**config.mk**
```make
export PLATFORM = sky130hd
export DESIGN_NAME = gpio_port
export DESIGN_NICKNAME = d
export VERILOG_FILES = /design/src/rtl/gpio_pkg.sv /design/src/rtl/gpio_regs.sv /design/src/rtl/gpio_sync.sv /design/src/rtl/gpio_pad_decode.sv /design/src/rtl/gpio_rd_mux.sv /design/src/rtl/gpio_port.sv
export SDC_FILE = /design/constraint.sdc
export NUM_CORES = 1
export LEC_CHECK = 0
export ABC_AREA = 1
export BUFFER_PORTS_ARGS = -buffer_cell sky130_fd_sc_hd__clkbuf_2
export CORE_UTILIZATION = 49
export CTS_CLUSTER_SIZE = 14
export DETAILED_ROUTE_END_ITERATION = 12
export PLACE_DENSITY_LB_ADDON = 0.1
export SKIP_LAST_GASP = 1
export SYNTH_ARGS = -nofsm -noshare
export SYNTH_HDL_FRONTEND = slang
export SYNTH_SLANG_ARGS = --single-unit
```
**constraint.sdc**
```tcl
create_clock -name clk -period 1.15 [get_ports clk]
set_input_delay 0.1725 -clock clk [delete_from_list [all_inputs] [get_ports clk]]
set_output_delay 0.1725 -clock clk [all_outputs]
set_load 0.01 [all_outputs]
```
**src/rtl/gpio_pkg.sv**
```systemverilog
package gpio_pkg;

    localparam int PORT_W    = 8;
    localparam int BUS_AW    = 4;
    localparam int SYNC_LEN  = 2;

    localparam logic [BUS_AW-1:0] ADDR_DIR = 4'h0;
    localparam logic [BUS_AW-1:0] ADDR_LVL = 4'h1;
    localparam logic [BUS_AW-1:0] ADDR_PIN = 4'h2;

    // Pad mode is the {direction, level} pair of one pin
    typedef enum logic [1:0] {
        PAD_FLOAT  = 2'b00,
        PAD_PULLUP = 2'b01,
        PAD_DRIVE0 = 2'b10,
        PAD_DRIVE1 = 2'b11
    } pad_mode_e;

    typedef struct packed {
        logic oe;
        logic out;
        logic pu;
    } pad_ctrl_t;

    typedef enum logic [1:0] {
        SEL_DIR,
        SEL_LVL,
        SEL_PIN,
        SEL_NONE
    } reg_sel_e;

    function automatic pad_mode_e mode_of(input logic dir_bit, input logic lvl_bit);
        return pad_mode_e'({dir_bit, lvl_bit});
    endfunction

    function automatic pad_ctrl_t ctrl_of(input pad_mode_e m);
        pad_ctrl_t c;
        c = '0;
        case (m)
            PAD_FLOAT:  c = '{oe: 1'b0, out: 1'b0, pu: 1'b0};
            PAD_PULLUP: c = '{oe: 1'b0, out: 1'b0, pu: 1'b1};
            PAD_DRIVE0: c = '{oe: 1'b1, out: 1'b0, pu: 1'b0};
            PAD_DRIVE1: c = '{oe: 1'b1, out: 1'b1, pu: 1'b0};
            default:    c = '0;
        endcase
        return c;
    endfunction

    function automatic reg_sel_e decode_addr(input logic [BUS_AW-1:0] a);
        reg_sel_e s;
        if (a == ADDR_DIR)      s = SEL_DIR;
        else if (a == ADDR_LVL) s = SEL_LVL;
        else if (a == ADDR_PIN) s = SEL_PIN;
        else                    s = SEL_NONE;
        return s;
    endfunction

endpackage

```
**src/rtl/gpio_regs.sv**
```systemverilog
module gpio_regs
    import gpio_pkg::*;
#(
    parameter int W  = PORT_W,
    parameter int AW = BUS_AW
) (
    input  logic          clk,
    input  logic          rst,
    input  logic          wr,
    input  logic [AW-1:0] addr,
    input  logic [W-1:0]  wdata,
    output logic [W-1:0]  dir_q,
    output logic [W-1:0]  lvl_q
);
    reg_sel_e sel;

    always_comb sel = decode_addr(addr);

    always_ff @(posedge clk) begin
        if (rst) begin
            dir_q <= '0;
            lvl_q <= '0;
        end else if (wr) begin
            if (sel == SEL_DIR) dir_q <= wdata;
            if (sel == SEL_LVL) lvl_q <= wdata;
        end
    end
endmodule

```
**src/rtl/gpio_sync.sv**
```systemverilog
module gpio_sync #(
    parameter int W      = 8,
    parameter int STAGES = 2
) (
    input  logic         clk,
    input  logic         rst,
    input  logic [W-1:0] d,
    output logic [W-1:0] q
);
    logic [STAGES-1:0] chain [W];

    for (genvar i = 0; i < W; i++) begin : g_bit
        always_ff @(posedge clk) begin
            if (rst) chain[i] <= '0;
            else     chain[i] <= {chain[i][STAGES-2:0], d[i]};
        end
        assign q[i] = chain[i][STAGES-1];
    end
endmodule

```
**src/rtl/gpio_pad_decode.sv**
```systemverilog
module gpio_pad_decode
    import gpio_pkg::*;
#(
    parameter int W = PORT_W
) (
    input  logic [W-1:0] dir_q,
    input  logic [W-1:0] lvl_q,
    output logic [W-1:0] pad_oe,
    output logic [W-1:0] pad_out,
    output logic [W-1:0] pad_pu
);
    for (genvar i = 0; i < W; i++) begin : g_pin
        pad_ctrl_t c;
        always_comb c = ctrl_of(mode_of(dir_q[i], lvl_q[i]));
        assign pad_oe[i]  = c.oe;
        assign pad_out[i] = c.out;
        assign pad_pu[i]  = c.pu;
    end
endmodule

```
**src/rtl/gpio_rd_mux.sv**
```systemverilog
module gpio_rd_mux
    import gpio_pkg::*;
#(
    parameter int W  = PORT_W,
    parameter int AW = BUS_AW
) (
    input  logic [AW-1:0] addr,
    input  logic [W-1:0]  dir_q,
    input  logic [W-1:0]  lvl_q,
    input  logic [W-1:0]  pin_view,
    output logic [W-1:0]  rdata
);
    always_comb begin
        unique case (decode_addr(addr))
            SEL_DIR:  rdata = dir_q;
            SEL_LVL:  rdata = lvl_q;
            SEL_PIN:  rdata = pin_view;
            default:  rdata = '0;
        endcase
    end
endmodule

```
**src/rtl/gpio_port.sv**
```systemverilog
module gpio_port
    import gpio_pkg::*;
#(
    parameter int W           = PORT_W,
    parameter int AW          = BUS_AW,
    parameter int SYNC_STAGES = SYNC_LEN,
    parameter int ALT_A_BIT   = 4,
    parameter int ALT_B_BIT   = 5,
    parameter bit UNBONDED_LOW = 1'b0
) (
    input  logic          clk,
    input  logic          rst,
    input  logic [AW-1:0] bus_addr,
    input  logic          bus_wr,
    input  logic [W-1:0]  bus_wdata,
    output logic [W-1:0]  bus_rdata,
    input  logic [W-1:0]  pin_in,
    output logic [W-1:0]  pad_oe,
    output logic [W-1:0]  pad_out,
    output logic [W-1:0]  pad_pu,
    output logic          alt_a,
    output logic          alt_b
);
    localparam logic [W-1:0] READ_MASK = UNBONDED_LOW ? ~W'(3) : '1;

    logic [W-1:0] dir_q;
    logic [W-1:0] lvl_q;
    logic [W-1:0] pin_sync;
    logic [W-1:0] pin_view;

    gpio_regs #(.W(W), .AW(AW)) u_regs (
        .clk   (clk),
        .rst   (rst),
        .wr    (bus_wr),
        .addr  (bus_addr),
        .wdata (bus_wdata),
        .dir_q (dir_q),
        .lvl_q (lvl_q)
    );

    gpio_sync #(.W(W), .STAGES(SYNC_STAGES)) u_sync (
        .clk (clk),
        .rst (rst),
        .d   (pin_in),
        .q   (pin_sync)
    );

    gpio_pad_decode #(.W(W)) u_pad (
        .dir_q   (dir_q),
        .lvl_q   (lvl_q),
        .pad_oe  (pad_oe),
        .pad_out (pad_out),
        .pad_pu  (pad_pu)
    );

    assign pin_view = pin_sync & READ_MASK;

    gpio_rd_mux #(.W(W), .AW(AW)) u_rd (
        .addr     (bus_addr),
        .dir_q    (dir_q),
        .lvl_q    (lvl_q),
        .pin_view (pin_view),
        .rdata    (bus_rdata)
    );

    assign alt_a = pin_sync[ALT_A_BIT];
    assign alt_b = pin_sync[ALT_B_BIT];
endmodule

```
==> results.json <==
{
  "die_w_um": 58.77,
  "worst_slack_ns": -0.09154,
  "num_vias": 1695,
  "fin_nets": 344,
  "setup.worst_path.start": "u_regs.lvl_q[2]",
  "num_rows": 20,
  "cp-end-kind": "output pin",
  "slew_viol_final": 0,
  "worstReg2RegEnd": "u_regs.dir_q[4]",
  "dp.cells": 346,
  "whs_ns": 0.1675,
  "tritoncts": "built",
  "register_area_um2": 681.9,
  "drt_iter0_markers": 42,
  "synth_area_leaders": "dfxtp_1 (41%), inv_1 (16%), nand2_1 (14%), nor2_1 (9.5%), nand4_1 (6.3%)",
  "root_buffer": "clkbuf_4",
  "clock_latency_ns": 0.34,
  "p_per_area_nw_per_um2": 926.9,
  "synth_cell_types": 14,
  "synth_top_area_cell": "dfxtp_1",
  "synth_top_area_share_pct": 40.57,
  "hold_class": "in2reg",
  "cts-buffers-inserted": 5,
  "yosysSeqAreaShare_pct": 40.57,
  "status": "finished with violations",
  "grt_pass1_wl_um": 5954,
  "r2r-start": "u_regs.dir_q[4]",
  "io_buffer_count": 56,
  "crit_type": "reg2out",
  "dp_hpwl_um": 2382,
  "cts.htree.levels": 2,
  "violations": "setup timing",
  "critPathLaunchType": "flip-flop",
  "whs_path_depth": 5,
  "syn-num-nets": 275,
  "drive_gt1_share_pct": 41.61,
  "grt_max_degree": 18,
  "cp_slowest_cell": "dfxtp_2",
  "gp_congestion": 0.7915,
  "maxCapViolCount": 0,
  "timing.fmax_mhz": 805.5,
  "postRouteAntennaNets": 0,
  "slowest_delay_ns": 0.36,
  "hold_violations": 0,
  "routed_wl_um": 3765,
  "ir_drop_uv": 821.3,
  "syn-cell-area_um2": 1579,
  "clk_pin_slew_ns": 0.10,
  "power.total_w": 0.002165,
  "synth_warnings": 0,
  "grt.overflow.total": 0,
  "wl_per_cell_um": 10.29,
  "dieHeight_um": 58.77,
  "layout_min_cycle_time_ns": 1.242,
  "fin_skew_ns": 0.002378,
  "multi_input_area_um2": 715.7,
  "drtPass1Iterations": 4,
  "utilization_pct": 76.52,
  "layout-area-overhead-vs-synth_pct": 47.94,
  "dpl_worst_slack_ns": -0.02353,
  "syn_avg_cell_area_um2": 6.266,
  "fillerInstances": 252,
  "antenna_found_initial": 0,
  "path_cells": "inv_1 -> nor2_1 -> buf_2",
  "crit_path_max_fanout": 3,
  "cts_sinks": 32,
  "via_per_inst": 4.631,
  "min_period_over_period_pct": 108.0,
  "dieArea_um2": 3453,
  "postSynthCellCount": 252,
  "track_usage_pct": 23.18,
  "coreArea_um2": 3053,
  "cp.required_ns": 0.98,
  "hp-start": "bus_wdata[7]",
  "n_antenna_cell": 0,
  "start_util_pct": 51.72,
  "synth_seq_cells": 32,
  "ctsLongestPathBuffers": 2,
  "grt_pass1_vias": 1408,
  "max_slew.worst_pin.slew_ns": 0.4998,
  "min_to": "u_regs.dir_q[7]",
  "rrSetupSlack_ns": 0.37,
  "worst_slew_margin_rel_pct": 66.64,
  "finalSetupViolCount": 4,
  "fin_cells": 366,
  "total_leakage_power_nw": 1.331,
  "rsz0062_at_grt": "true",
  "ioPinCount": 57,
  "r2r_cells": 5,
  "drc": 0,
  "worstPathArrival_ns": 1.07
}
==> worst max-delay path by stage <==
stage                           end  slack [ns]  cells past startpoint
finish                    pad_pu[2]       -0.09                      3
global route              pad_pu[2]       -0.13                      3
CTS                    bus_rdata[7]       -0.03                      3
detailed placement  u_regs.lvl_q[7]       -0.02                      7
global placement       bus_rdata[6]        0.01                      8
floorplan              bus_rdata[0]        0.16                      5
==> Yosys cell counts, drive strengths merged <==
cell,number
dfxtp,32
nand3,18
buf,8
clkbuf,9
and2,1
nand2,57
nand4,16
inv,67
nor2,44
==> cell usage in the layout, fill, tap and decap left out, types with 2 or more instances in the layout <==
master         instances
clkbuf_4               5
dfxtp_1               15
nand4_1               16
nand2_2                7
buf_6                 14
buf_4                 11
nor2_4                 4
nor2_1                39
clkbuf_2              30
nand2_1               50
inv_2                  8
dfxtp_2                9
clkinvlp_4             2
nand3_2               18
inv_1                 59
buf_2                 15
dlygate4sd3_1          8
dfxtp_4                8
==> report_power, final <==
group	internal, W	total, W	switching [W]	leakage [nW]
Combinational	0.000136	0.000302	0.000166	1.03
Sequential	0.00113	0.00116	0.0000227	0.272
Clock	0.000296	0.000707	0.000411	0.0305
Total	0.00157	0.00217	0.000600	1.33
==> repair_timing <==
action | CTS | global route
endpoints found under the setup margin | 23 | 26
pin swaps | 9 | 5
setup buffers | 2 | 2
endpoints found under the hold margin | 8 | 0
gates resized for setup | 33 | 64
hold buffers | 8 | 0
==> worst max-delay path, delay by kind of cell (launching register included) <==
kind,cells,cell delay [ns]
DFF,1,0.36
buffers and inverters,2,0.22
and+or+nand+nor,1,0.14
==> registers in the layout, summed over array words and instances, names as in the netlist <==
signal	count
u_sync.chain	16
u_regs.lvl_q	8
u_regs.dir_q	8
==> area by class of cell <==
cell class	count	area share (%)
flip-flops and latches	32	29.19
clock inverters	2	0.6427
repair buffers	79	24.21
inverters	67	10.77
clock buffers	6	2.196
multi-input cells	136	30.64
well taps	44	2.357
==> layer usage <==
layer	vias up	track usage (%)	share of wire (%)
met3	10	5.934	7.4
met1	753	27.16	42
met2	61	40.26	49
met5	-	0	0
li1	871	-	-
met4	0	9.184	1.6
==> logic make-up after synthesis <==
kind of cell  count (synthesis)  share of synthesized area (%)
buf+inv                      84                          20.76
flops                        32                          40.57
simple gates                136                          38.67
==> per-stage QoR <==
stage,setup TNS [ns],instance area [um2]
after global routing,-0.7969,2336
after global placement,0,1933
after CTS,-0.1841,2195
after detailed placement,-0.05568,1933
after floorplan,0,1579
final,-0.09646,2336
(Power assumes the default switching activity.)
